<file path="config.mk">
export PLATFORM = sky130hd
export DESIGN_NAME = kbc_mailbox
export DESIGN_NICKNAME = d
export VERILOG_FILES = /design/src/rtl/kbc_mbx_pkg.sv /design/src/rtl/kbc_mbx_inbuf.sv /design/src/rtl/kbc_mbx_engine.sv /design/src/rtl/kbc_mbx_outbuf.sv /design/src/rtl/kbc_mailbox.sv
export SDC_FILE = /design/constraint.sdc
export NUM_CORES = 1
export LEC_CHECK = 0
export BUFFER_PORTS_ARGS = -buffer_cell sky130_fd_sc_hd__buf_2
export CORE_MARGIN = 5
export CORE_UTILIZATION = 40
export CTS_CLUSTER_DIAMETER = 150
export DETAILED_ROUTE_END_ITERATION = 10
export PLACE_DENSITY = 0.62
export RECOVER_POWER = 100
export SKIP_LAST_GASP = 1
export SYNTH_ARGS = -nofsm -noshare
export SYNTH_HDL_FRONTEND = slang
export SYNTH_SLANG_ARGS = --single-unit
</file>
<file path="constraint.sdc">
create_clock -name clk -period 1.3 [get_ports clk]
set_input_delay 0.195 -clock clk [delete_from_list [all_inputs] [get_ports clk]]
set_output_delay 0.195 -clock clk [all_outputs]
set_load 0.02 [all_outputs]
</file>
<file path="src/rtl/kbc_mbx_pkg.sv">
package kbc_mbx_pkg;
  localparam int BYTE_W = 8;
  localparam logic [BYTE_W-1:0] OP_ENTER_UPD = 8'hB4;
  localparam logic [BYTE_W-1:0] OP_LEAVE_UPD = 8'hFE;
  localparam logic [BYTE_W-1:0] ACK_BYTE     = 8'hFA;
  localparam int ST_OBF_BIT = 0;
  localparam int ST_IBF_BIT = 1;
  localparam int ST_OVR_BIT = 7;
endpackage

</file>
<file path="src/rtl/kbc_mbx_inbuf.sv">
module kbc_mbx_inbuf
  import kbc_mbx_pkg::*;
(
  input  logic              clk,
  input  logic              rst,
  input  logic              wr,
  input  logic              sel,
  input  logic [BYTE_W-1:0] wdata,
  input  logic              stat_rd,
  input  logic              take,
  output logic              full,
  output logic              is_cmd,
  output logic [BYTE_W-1:0] byte_q,
  output logic              ovr
);
  always_ff @(posedge clk) begin
    if (rst) begin
      full   <= 1'b0;
      is_cmd <= 1'b0;
      byte_q <= '0;
      ovr    <= 1'b0;
    end else begin
      if (take) full <= 1'b0;
      if (wr && !full) begin
        full   <= 1'b1;
        is_cmd <= sel;
        byte_q <= wdata;
      end
      if (wr && full) ovr <= 1'b1;
      else if (stat_rd) ovr <= 1'b0;
    end
  end
endmodule

</file>
<file path="src/rtl/kbc_mbx_engine.sv">
module kbc_mbx_engine
  import kbc_mbx_pkg::*;
#(
  parameter int CONSUME_CYC = 4
) (
  input  logic              clk,
  input  logic              rst,
  input  logic              full,
  input  logic              is_cmd,
  input  logic [BYTE_W-1:0] byte_q,
  output logic              take,
  output logic              post,
  output logic [BYTE_W-1:0] post_data,
  output logic              update_mode,
  output logic              reset_req
);
  localparam int CNT_W = (CONSUME_CYC > 1) ? $clog2(CONSUME_CYC) : 1;
  localparam logic [CNT_W-1:0] CNT_LAST = CNT_W'(CONSUME_CYC - 1);

  generate
    if (CONSUME_CYC > 1) begin : g_timer
      logic [CNT_W-1:0] cnt;
      always_ff @(posedge clk) begin
        if (rst || !full) cnt <= '0;
        else if (cnt == CNT_LAST) cnt <= '0;
        else cnt <= cnt + 1'b1;
      end
      assign take = full && (cnt == CNT_LAST);
    end else begin : g_single
      assign take = full;
    end
  endgenerate

  logic is_enter, is_leave;
  assign is_enter = take && is_cmd && (byte_q == OP_ENTER_UPD);
  assign is_leave = take && is_cmd && (byte_q == OP_LEAVE_UPD);
  assign post      = is_enter;
  assign post_data = ACK_BYTE;

  always_ff @(posedge clk) begin
    if (rst) begin
      update_mode <= 1'b0;
      reset_req   <= 1'b0;
    end else begin
      reset_req <= is_leave && !update_mode;
      if (is_enter) update_mode <= 1'b1;
      else if (is_leave) update_mode <= 1'b0;
    end
  end
endmodule

</file>
<file path="src/rtl/kbc_mbx_outbuf.sv">
module kbc_mbx_outbuf
  import kbc_mbx_pkg::*;
(
  input  logic              clk,
  input  logic              rst,
  input  logic              post,
  input  logic [BYTE_W-1:0] post_data,
  input  logic              rd,
  input  logic              sel,
  input  logic [BYTE_W-1:0] status,
  output logic              obf,
  output logic [BYTE_W-1:0] rdata
);
  logic [BYTE_W-1:0] obuf;

  always_ff @(posedge clk) begin
    if (rst) begin
      obf   <= 1'b0;
      obuf  <= '0;
      rdata <= '0;
    end else begin
      if (rd) rdata <= sel ? status : obuf;
      if (post) begin
        obf  <= 1'b1;
        obuf <= post_data;
      end else if (rd && !sel) begin
        obf <= 1'b0;
      end
    end
  end
endmodule

</file>
<file path="src/rtl/kbc_mailbox.sv">
module kbc_mailbox
  import kbc_mbx_pkg::*;
#(
  parameter int CONSUME_CYC = 4
) (
  input  logic              clk,
  input  logic              rst,
  input  logic              host_wr,
  input  logic              host_rd,
  input  logic              host_sel,
  input  logic [BYTE_W-1:0] host_wdata,
  output logic [BYTE_W-1:0] host_rdata,
  output logic              update_mode,
  output logic              reset_req
);
  logic              ibf_q, obf_q, ovr_q, is_cmd, take, post;
  logic [BYTE_W-1:0] in_byte, post_data, status;

  always_comb begin
    status             = '0;
    status[ST_OBF_BIT] = obf_q;
    status[ST_IBF_BIT] = ibf_q;
    status[ST_OVR_BIT] = ovr_q;
  end

  kbc_mbx_inbuf u_inbuf (
    .clk(clk), .rst(rst), .wr(host_wr), .sel(host_sel), .wdata(host_wdata),
    .stat_rd(host_rd && host_sel), .take(take), .full(ibf_q),
    .is_cmd(is_cmd), .byte_q(in_byte), .ovr(ovr_q)
  );

  kbc_mbx_engine #(.CONSUME_CYC(CONSUME_CYC)) u_engine (
    .clk(clk), .rst(rst), .full(ibf_q), .is_cmd(is_cmd), .byte_q(in_byte),
    .take(take), .post(post), .post_data(post_data),
    .update_mode(update_mode), .reset_req(reset_req)
  );

  kbc_mbx_outbuf u_outbuf (
    .clk(clk), .rst(rst), .post(post), .post_data(post_data),
    .rd(host_rd), .sel(host_sel), .status(status),
    .obf(obf_q), .rdata(host_rdata)
  );
endmodule

</file>
# Yosys cells after proc, flatten, opt, wreduce, memory -nomap -nowiden
# Cells that the tools add are included.
dict set report word_totals {
  inputBits 13
  ff_bits 25
}
dict set report op_classes {
  n_eq_ne 3
  n_mux 9
  n_reduce_logical 18
  n_addsub 1
}
# cell count
set ops {}
lappend ops {{$eq 8x8->1 const B} 2}
lappend ops {{$logic_and 1x1->1} 9}
lappend ops {{$mux 1} 8}
lappend ops {{$mux 8} 1}
lappend ops {{$reduce_bool 2->1} 4}
lappend ops {{$logic_not 1->1} 3}
lappend ops {{$add 2x1->2 const B} 1}
lappend ops {{$eq 2x2->1 const B} 1}
lappend ops {{$reduce_or 2->1} 1}
lappend ops {{$logic_or 1x1->1} 1}

# Longest topological paths before layout
# Gate-level depths: netlist (run 1).
dict set report depth {
  ltp_word 6
  depth_mapped 4
  ltp_nobuf 4
}

# Hierarchy
# Synthesis (run 1) repeated with hierarchy kept, for this count alone.
dict set report unflattened {
  hier_cells 144
  hier_area_um2 1471.4
}
# mod instances area_each_um2 cells_each
set by_module_without_submodules {}
lappend by_module_without_submodules {kbc_mbx_outbuf 1 683.2 66}
lappend by_module_without_submodules {kbc_mbx_inbuf 1 516.7 48}
lappend by_module_without_submodules {kbc_mbx_engine 1 261.5 28}
lappend by_module_without_submodules {kbc_mailbox 1 10.0 2}

# Worst setup path after synthesis (run 1)
# No wires, ideal clock.
dict set report synth_timing {
  kind {register -> register}
  startpoint {register u_engine.g_timer.cnt[0]}
  endpoint {register u_engine.update_mode}
  path_stages_with_launch 5
  required_time_ps 1175
  setup_slack_ps 333
  n_path_buf 0
  arrival_time_ps 842
  period_less_slack_ps 967
  cell_sequence {dfxtp_1 -> ha_1 -> and4_1 -> nand3_1 -> o2bb2ai_1}
}
dict set report synth_via {
  elab_chain_len 5
  elab_cells_between_ends 7
  classes_between {eq/ne: 1; mux: 1; reduce/logical: 5}
}
# item line
set synth_rtl {}
lappend synth_rtl {{start, declared} kbc_mbx_engine.sv:22} ;# logic [CNT_W-1:0] cnt;
lappend synth_rtl {{start signal, assigned} kbc_mbx_engine.sv:26} ;# else cnt <= cnt + 1'b1;
lappend synth_rtl {{$eq 2x2->1 *} kbc_mbx_engine.sv:28} ;# assign take = full && (cnt == CNT_LAST);
lappend synth_rtl {{$logic_and 1x1->1 *} kbc_mbx_engine.sv:28}
lappend synth_rtl {{$logic_and 1x1->1 *} {kbc_mbx_engine.sv:35, kbc_mbx_engine.sv:36}}
lappend synth_rtl {{$logic_and 1x1->1 (on tied branches)} {kbc_mbx_engine.sv:35, kbc_mbx_engine.sv:36}}
lappend synth_rtl {{$mux 1 or $reduce_bool 2->1 (tied branches)} -}
lappend synth_rtl {{end signal, assigned} kbc_mbx_engine.sv:42} ;# update_mode <= 1'b0;
lappend synth_rtl {{end signal, assigned} kbc_mbx_engine.sv:46} ;# if (is_enter) update_mode <= 1'b1;
lappend synth_rtl {{end signal, assigned} kbc_mbx_engine.sv:47} ;# else if (is_leave) update_mode <= 1'b0;
lappend synth_rtl {{end, declared} kbc_mbx_engine.sv:14} ;# output logic update_mode,
# Mark *: on every way between the ends. The rest lies on a longest branch, timed or not.
# A chain may end at the register's enable or synchronous reset.

==> impl_metrics.ini, run 1 <==
[yosys]
seq_area_frac_synth = 0.5217
synth_compound_area_frac = 0.1320
synth_area_leaders = dfxtp_1 (52%), nand2_1 (9.8%), a21oi_1 (8.7%), buf_4 (3.7%), mux2i_1 (2.5%)
synth-simple-area-share = 0.2283
ys_types = 27
netlist_area_um2 = 805.8
synthMuxAreaShare = 0.02484
synth_nets = 108
yosysTopAreaCell = dfxtp_1
synth_xor_area_frac = 0
synth_adder_area_share = 0.01553
syn_avg_cell_area_um2 = 8.572
synth_seq_cells = 21
ys_warn_count = 0
synth_top_family_by_area = simple AND/OR/NAND/NOR gates
synthCells = 94
yosysTopAreaCellShare = 0.5217

[critical_path]
worst_path_max_delay_cell = dfxtp_1
r2r-end = u_outbuf.obuf[1]$_SDFFE_PP0P_
rr_worst_depth = 4
arrival_ns = 0.95
cp-startpoint = u_outbuf.rdata[6]$_SDFFE_PP0P_
crit_buf_inv = 1
cp_max_fo = 5
cp_top_family = flip-flops
endpoint_kind = output port
crit_chain = clkbuf_1
worstSetupPathType = register to output port
crit_required_ns = 1.11
r2r_start = u_engine.g_timer.cnt[0]$_SDFF_PP0_
slowest_delay_ns = 0.39
rrSetupSlack_ns = 0.21
cp.depth = 1
start_kind = register
crit_end = host_rdata[5]

[die]
io_pins = 23
fp-row-count = 16
die_area_um2 = 3012
coreArea_um2 = 1942
dieWidth_um = 54.88
initial_utilization = 0.4149
die_height_um = 54.88

[clock_tree]
cts_tree = done
clkTransAtPathRegs_ns = 0.10
cts_sinks = 21
clock_path_buffers = 2
cts_buffers = 3
clk_latency_ns = 0.30
cts_setup_buffers = 0
cts-htree-levels = 1
cts.root.buffer_cell = clkbuf_4

[route]
top_layer = met4
vias = 638
wl_per_cell_um = 10.91
via_per_inst = 4.623
wl_met2_um = 620
route.detailed.drc = 0
drt_iter0_drc = 9
drt_first_pass_iters = 4
totalWireLength_mm = 1.505
wl_met1_um = 696
wl_met3_um = 152
ant_nets = 0

[timing]
min_period_over_period = 0.8774
whs_ns = 0.1232
hold_viol = 0
fmax_ghz = 0.8767
fin_tns_setup_ns = 0
setup_viol = 0
rsz0062_at_grt = no
maxSlewViolCount = 0
period_needed_ns = 1.141
skew_ns = 0.001168

[pwr]
combPwrFrac = 0.095
clkPwrFrac = 0.274
p_seq_frac = 0.630
cellPowerDensity_nw_per_um2 = 1186
p_sw_w = 0.0002576
sw_frac_of_total = 0.2365
vdd_drop_max_mv = 0.7107
p_int_w = 0.0008317
p_leak_nw = 0.3663

[global_route]
overflow = 0
grtUsageTotal = 0.1214
grt_pass1_vias = 534
antenna_found_initial = 0
grt_max_degree = 18
grt_pass1_wl_mm = 2.456

[final_layout]
n_antenna_cell = 0
area_growth_pct = 13.98
post-route-util = 0.4729
most-common-layout-cells = nand2_1 (21), dfxtp_1 (21), a21oi_1 (14)
nFillCells = 213
seqCellArea_um2 = 420.4
final_layout_size_suffix_gt1_frac = 0.1622
final_nets = 126
multiInputGateArea_um2 = 329.1

[placed_design]
place.gp.congestion = 0.6426
dp_hpwl_mm = 1.088
numPortBuffers = 21

[run]
max_cap_violations = 0

[worst_hold_path]
hp-class = input pin to register

[outcome]
status = finished clean
## logic make-up after synthesis
kind of cell / count (synthesis)
simple gates: 39
flops: 21
compound gates: 19
buf+inv: 11
mux: 2
fa+ha+maj: 1
other cells: 1
## power by group through the flow
stage               registers [W]  logic [W]  clock network, W
CTS                      0.000686   0.000106          0.000320
finish                   0.000687   0.000104          0.000299
floorplan                0.000702  0.0000679                 0
global route             0.000691   0.000120          0.000343
detailed placement       0.000701   0.000105                 0
global placement         0.000700   0.000104                 0
## metal layers
metal | track usage | up-vias
met5 | 0 | -
met4 | 0.07469 | 0
met3 | 0.06540 | 5
met2 | 0.1634 | 20
met1 | 0.1483 | 266
li1 | - | 347
## layout make-up
cell class              count  share of cell area
repair buffers             22              0.1104
well taps                  27             0.03678
inverters                   2            0.008174
multi-input cells          62              0.3583
clock buffers               4             0.02861
flip-flops and latches     21              0.4578
## state kept, by name, indices dropped and copies added, names as in the netlist
register              cells
u_engine.g_timer.cnt      2
u_inbuf.byte_q            8
u_engine.update_mode      1
u_outbuf.obuf             1
u_inbuf.ovr               1
u_inbuf.is_cmd            1
u_outbuf.rdata            4
u_outbuf.obf              1
u_inbuf.full              1
u_engine.reset_req        1
## worst min-delay path by stage
stage,startpoint,end,slack (ns),depth (start not counted)
detailed placement,u_engine.g_timer.cnt[0]$_SDFF_PP0_,u_engine.g_timer.cnt[0]$_SDFF_PP0_,0.43,1
finish,host_wdata[0],u_inbuf.byte_q[0]$_SDFFE_PP0P_,0.12,3
global route,host_wdata[5],u_inbuf.byte_q[5]$_SDFFE_PP0P_,0.11,3
CTS,host_wdata[4],u_inbuf.byte_q[4]$_SDFFE_PP0P_,0.11,3
floorplan,rst,u_engine.g_timer.cnt[0]$_SDFF_PP0_,0.27,1
global placement,u_engine.g_timer.cnt[0]$_SDFF_PP0_,u_engine.g_timer.cnt[0]$_SDFF_PP0_,0.42,1
## worst min-delay path: stages
cell,delay (ns)
buf_2,0.09
nand2_1,0.04
a21oi_1,0.05
## what timing repair did
item / in CTS / in global routing
setup endpoints to repair: 0 / 8
hold buffers: 0 / 0
hold endpoints to repair: 0 / 0
resized for setup: 0 / 1
## metrics by stage
stage | cell area, µm² | setup slack [ns] | power [W] | instances
3_3_place_gp | 900.9 | 0.1675 | 0.0008034 | 134
6_report | 918.4 | 0.1594 | 0.001089 | 138
5_1_grt | 918.4 | 0.003415 | 0.001154 | 138
3_5_place_dp | 900.9 | 0.08159 | 0.0008057 | 134
2_1_floorplan | 805.8 | 0.3327 | 0.0007698 | 94
4_1_cts | 927.1 | 0.06372 | 0.001112 | 138
## Yosys cell counts
cell type / count
dfxtp_1: 21
nand2_1: 21
a21oi_1: 14
buf_4: 4
nand3_1: 3
nor2_1: 3
nor3_1: 3
a211oi_1: 2
buf_1: 2
mux2i_1: 2
nand2b_1: 2
nor2b_1: 2
a22oi_1: 1
and3_1: 1
and4_1: 1
and4b_1: 1
buf_2: 1
clkbuf_1: 1
clkbuf_2: 1
conb_1: 1
ha_1: 1
inv_1: 1
inv_2: 1
nor3b_1: 1
o21ai_0: 1
o2bb2ai_1: 1
or3_1: 1
Note: power is estimated with default switching activity, not from simulation.
==> run 2, diff against run 1 <==
==> constraint.sdc (replaced) <==
create_clock -name clk -period 1.3 [get_ports clk]
set_input_delay 0.065 -clock clk [delete_from_list [all_inputs] [get_ports clk]]
set_output_delay 0.065 -clock clk [all_outputs]
set_load 0.02 [all_outputs]
==> impl_metrics.ini, run 2 (synthesized netlist as in run 1, its figures left out) <==
[die]
coreArea_um2 = 1942
die_height_um = 54.88
dieWidth_um = 54.88
io_pins = 23
initial_utilization = 0.4149
fp-row-count = 16
die_area_um2 = 3012

[placed_design]
place.gp.congestion = 0.6548
pre_cts_ws_ns = 0.1491
numPortBuffers = 21
dp_hpwl_mm = 1.066

[clock_tree]
cts_tree = done
clock_path_buffers = 2
cts_setup_buffers = 0
clk_latency_ns = 0.29
cts_sinks = 21
cts-htree-levels = 1
clkTransAtPathRegs_ns = 0.11
cts.root.buffer_cell = clkbuf_4
cts_buffers = 3

[global_route]
grt_max_degree = 23
grt_pass1_vias = 593
grtUsageTotal = 0.1080
overflow = 0
grt_pass1_wl_mm = 2.352
antenna_found_initial = 0

[final_layout]
largest_register_ffs = 8
area_growth_pct = 19.25
n_antenna_cell = 0
final_layout_size_suffix_gt1_frac = 0.1478
regMostFlops = u_inbuf.byte_q
largestRegisters = u_inbuf.byte_q (8), u_outbuf.rdata (4), u_engine.g_timer.cnt (2)
post-route-util = 0.4948
nFillCells = 214
final_nets = 130
most-common-layout-cells = nand2_1 (21), dfxtp_1 (21), a21oi_1 (14)

[timing]
hold_viol = 0
rsz0062_at_grt = no
min_period_over_period = 0.8323
setup_viol = 0
fin_tns_setup_ns = 0
worst_slack_ns = 0.2181
maxSlewViolCount = 0
fmax_ghz = 0.9243
skew_ns = 0.005307
period_needed_ns = 1.082

[route]
ant_nets = 0
vias = 658
route.detailed.drc = 0
via_per_inst = 4.634
drt_iter0_drc = 15
totalWireLength_mm = 1.471
drt_first_pass_iters = 4
wl_per_cell_um = 10.36

[critical_path]
arrival_ns = 1.31
crit_required_ns = 1.53
endpoint_kind = register
cp_max_fo = 10
start_kind = register
worstSetupPathType = register to register

[worst_hold_path]
hp-class = input pin to register

[pwr]
cellPowerDensity_nw_per_um2 = 1141
vdd_drop_max_mv = 0.5777
finalPower_w = 0.001096
p_leak_nw = 0.3824

[outcome]
status = finished clean

[run]
max_cap_violations = 0
## run 2: worst paths after layout
check / from / endpoint / slack (ns) / cells after the start
worst max-delay path: u_inbuf.full$_SDFFE_PP0P_ / u_inbuf.byte_q[7]$_SDFFE_PP0P_ / 0.22 / 3
worst min-delay path: host_wdata[0] / u_inbuf.byte_q[0]$_SDFFE_PP0P_ / 0.004 / 3
worst max register to register: u_inbuf.full$_SDFFE_PP0P_ / u_inbuf.byte_q[7]$_SDFFE_PP0P_ / 0.22 / 3
worst min register to register: u_engine.g_timer.cnt[0]$_SDFF_PP0_ / u_engine.g_timer.cnt[0]$_SDFF_PP0_ / 0.43 / 1
## run 2: area by class of cell
type	count	area (µm²)	area share
clock buffers	4	26.28	0.02734
inverters	2	7.507	0.007812
multi-input cells	62	329.1	0.3424
flip-flops and latches	21	420.4	0.4375
well taps	27	33.78	0.03516
repair buffers	26	143.9	0.1497
## run 2: worst max-delay path, stage by stage (launching register included)
cell and delay (ns):
dfxtp_1 0.42, nand2b_1 0.36, nand2_1 0.09, a21oi_1 0.15
## run 2: metrics by stage
stage	cells	hold slack, ns	cell area [µm²]
final	142	0.004042	960.9
after global routing	142	0.003024	960.9
after CTS	142	0.0008114	969.7
after detailed placement	133	0.3142	893.4
after global placement	133	0.3061	893.4
after floorplan	94	0.1443	805.8
## run 2: report_power, final
| part | internal [W] | switching (W) | total (W) | leakage, nW |
|---|---|---|---|---|
| clock network | 0.000119 | 0.000177 | 0.000296 | 0.0150 |
| registers | 0.000671 | 0.0000156 | 0.000686 | 0.172 |
| logic | 0.0000492 | 0.0000641 | 0.000113 | 0.196 |
## run 2: routing by layer
layer,share of wire,vias up,GRT usage
met5,0,-,0
met4,0.0082,0,0.04979
met3,0.087,2,0.02452
met2,0.42,19,0.1673
met1,0.49,285,0.1405
li1,-,352,-
## run 2: what timing repair did
action / 4_1_cts / 5_1_grt
hold buffers: 5 / 0
gates resized for setup: 0 / 1
endpoints found under the hold margin: 5 / 0
setup endpoints to repair: 0 / 1
==> run 3, diff against run 2 <==
--- a/config.mk
+++ b/config.mk
@@ -5,6 +5,7 @@
 export SDC_FILE = /design/constraint.sdc
 export NUM_CORES = 1
 export LEC_CHECK = 0
+export ABC_AREA = 1
 export BUFFER_PORTS_ARGS = -buffer_cell sky130_fd_sc_hd__buf_2
 export CORE_MARGIN = 5
 export CORE_UTILIZATION = 40
==> constraint.sdc (replaced) <==
create_clock -name clk -period 1.1 [get_ports clk]
set_input_delay 0.055 -clock clk [delete_from_list [all_inputs] [get_ports clk]]
set_output_delay 0.055 -clock clk [all_outputs]
set_load 0.02 [all_outputs]
==> impl_metrics.ini, run 3 <==
[outcome]
status = finished clean

[clock_tree]
cts.root.buffer_cell = clkbuf_4
clock_path_buffers = 2
cts_setup_buffers = 0
cts-htree-levels = 1
clkTransAtPathRegs_ns = 0.11
cts_buffers = 3
cts_sinks = 21
clk_latency_ns = 0.29
cts_tree = done

[yosys]
netlist_area_um2 = 822.0
synthMostInstantiatedCell = nor2_1
synth-edff-count = 0
synth_nets = 121
async_flop_share = 0
synthTopCellsByCount = nor2_1 (23), dfxtp_1 (21), nand2_1 (17), o21ai_0 (10), inv_1 (9)
synth_area_leaders = dfxtp_1 (51%), nor2_1 (11%), nand2_1 (7.8%), o21ai_0 (6.1%), inv_1 (4.1%)
seq_area_frac_synth = 0.5114
synth_seq_cells = 21
synthCells = 107
syn_avg_cell_area_um2 = 7.683
ys_types = 18
synth_ff_type = dfxtp_1
yosysTopAreaCell = dfxtp_1
ys_warn_count = 0
yosysTopAreaCellShare = 0.5114

[pwr]
p_int_w = 0.001014
p_leak_nw = 0.4289
cellPowerDensity_nw_per_um2 = 1339
clkPwrFrac = 0.263
combPwrFrac = 0.115
p_sw_w = 0.0003287
vdd_drop_max_mv = 0.7362
p_seq_frac = 0.622
sw_frac_of_total = 0.2449

[timing]
fmax_ghz = 1.003
period_needed_ns = 0.9970
whs_ns = 0.03178
maxSlewViolCount = 0
hold_viol = 0
min_period_over_period = 0.9063
rsz0062_at_grt = no
setup_viol = 0
skew_ns = 0.004130
fin_tns_setup_ns = 0

[die]
io_pins = 23
fp-row-count = 16
die_area_um2 = 3062
die_height_um = 55.34
initial_utilization = 0.4190
coreArea_um2 = 1962
dieWidth_um = 55.34

[critical_path]
worstSetupPathType = register to register
rrSetupSlack_ns = 0.10
crit_required_ns = 1.30
arrival_ns = 1.19
worst_path_max_delay_cell = dfxtp_1
cp_max_fo = 2
cp-startpoint = u_engine.g_timer.cnt[0]$_SDFF_PP0_
endpoint_kind = register
r2r-end = u_engine.update_mode$_SDFFE_PP0P_
crit_end = u_engine.update_mode$_SDFFE_PP0P_
r2r_start = u_engine.g_timer.cnt[0]$_SDFF_PP0_
start_kind = register
slowest_delay_ns = 0.34
crit_chain = ha_1 > inv_1 > nor2_1 > nand3_1 > nand2_1 > a21oi_2
rr_worst_depth = 6

[route]
drt_first_pass_iters = 3
ant_nets = 0
via_per_inst = 4.588
wl_per_cell_um = 10.02
route.detailed.drc = 0
vias = 734
totalWireLength_mm = 1.603
drt_iter0_drc = 1

[placed_design]
numPortBuffers = 21
dp_hpwl_mm = 1.150
dp_cells = 149
place.gp.congestion = 0.7323

[final_layout]
largest_register_ffs = 8
largestRegisters = u_inbuf.byte_q (8), u_outbuf.rdata (4), u_engine.g_timer.cnt (2)
final_layout_size_suffix_gt1_frac = 0.1504
most-common-layout-cells = nor2_1 (23), dfxtp_1 (20), nand2_1 (17)
nFillCells = 222
area_growth_pct = 21.92
layout_commonest_cell = nor2_1
n_antenna_cell = 0
regMostFlops = u_inbuf.byte_q
final_nets = 148
post-route-util = 0.5108
layoutNonFillerInstCount = 160

[global_route]
grt_max_degree = 12
overflow = 0
grt_pass1_vias = 708
grtUsageTotal = 0.1125
grt_pass1_wl_mm = 2.822
antenna_found_initial = 0

[run]
max_cap_violations = 0

[worst_hold_path]
hp-class = input pin to register
## run 3: changes by cell type in the layout (fill, tap and decap cells not counted), sizes merged, moves of 4 or more
cell / previous run / this run
nand2: 21 / 17
inv: 2 / 11
a21oi: 14 / 7
o21ai: 1 / 11
nor2: 3 / 24
## run 3: repair_timing
| action | in CTS | in global routing |
|---|---|---|
| setup endpoints to repair | 0 | 5 |
| gates resized for setup | 0 | 1 |
| hold buffers | 7 | 0 |
| hold endpoints to repair | 7 | 0 |
## run 3: how the worst min path moves through the flow
| stage | end | from | cells after the start |
|---|---|---|---|
| 2_1_floorplan | u_inbuf.byte_q[1]$_SDFFE_PP0P_ | host_wdata[1] | 2 |
| 3_3_place_gp | u_inbuf.byte_q[7]$_SDFFE_PP0P_ | host_wdata[7] | 3 |
| 3_5_place_dp | u_inbuf.byte_q[1]$_SDFFE_PP0P_ | host_wdata[1] | 3 |
| 4_1_cts | u_inbuf.byte_q[0]$_SDFFE_PP0P_ | host_wdata[0] | 3 |
| 5_1_grt | u_engine.update_mode$_SDFFE_PP0P_ | rst | 2 |
| 6_report | u_inbuf.byte_q[0]$_SDFFE_PP0P_ | host_wdata[0] | 3 |
## run 3: through the flow
| step | worst slack [ns] | power (W) | instance area, µm² |
|---|---|---|---|
| 6_report | 0.1030 | 0.001342 | 1002 |
| 5_1_grt | 0.003516 | 0.001418 | 1002 |
| 4_1_cts | 0.06714 | 0.001362 | 1017 |
| 3_5_place_dp | 0.07965 | 0.0009880 | 920.9 |
| 3_3_place_gp | 0.08223 | 0.0009837 | 920.9 |
| 2_1_floorplan | 0.1578 | 0.0009428 | 822.0 |
## run 3: power by group through the flow
| stage | logic [W] | clock network, W | registers, W |
|---|---|---|---|
| after floorplan | 0.0000960 | 0 | 0.000847 |
| after global placement | 0.000135 | 0 | 0.000849 |
| after detailed placement | 0.000137 | 0 | 0.000851 |
| after CTS | 0.000157 | 0.000372 | 0.000833 |
| after global routing | 0.000180 | 0.000397 | 0.000841 |
| final | 0.000154 | 0.000354 | 0.000835 |
## run 3: layout make-up
cell class	instances	area, µm²	share of cell area
sequential	21	421.7	0.4207
multi-input combinational	69	315.3	0.3146
timing repair buffer	28	163.9	0.1635
inverter	11	41.29	0.04120
tap	27	33.78	0.03371
clock buffer	4	26.28	0.02622
## run 3: logic make-up after synthesis
logic type	after synthesis	share of synthesized area
buffers and inverters	17	0.09894
other	1	0.004562
AND/OR/NAND/NOR	47	0.2390
flip-flops	21	0.5114
adder cells (fa/ha/maj)	1	0.01522
AO/OA/AOI/OAI	20	0.1309
## run 3: critical path, delay by kind of cell (launching register included)
family | cells | cell delay, ns
flip-flops | 1 | 0.34
buffers and inverters | 1 | 0.05
adder cells (fa/ha/maj) | 1 | 0.16
AND/OR/NAND/NOR | 3 | 0.29
AO/OA/AOI/OAI | 1 | 0.04
## run 3: metal layers
metal | vias to the layer above | part of all wire | track usage
met5 | - | 0 | 0
met4 | 0 | 0.022 | 0.06597
met3 | 4 | 0.069 | 0.03497
met2 | 21 | 0.44 | 0.1875
met1 | 321 | 0.47 | 0.1246
li1 | 388 | - | -
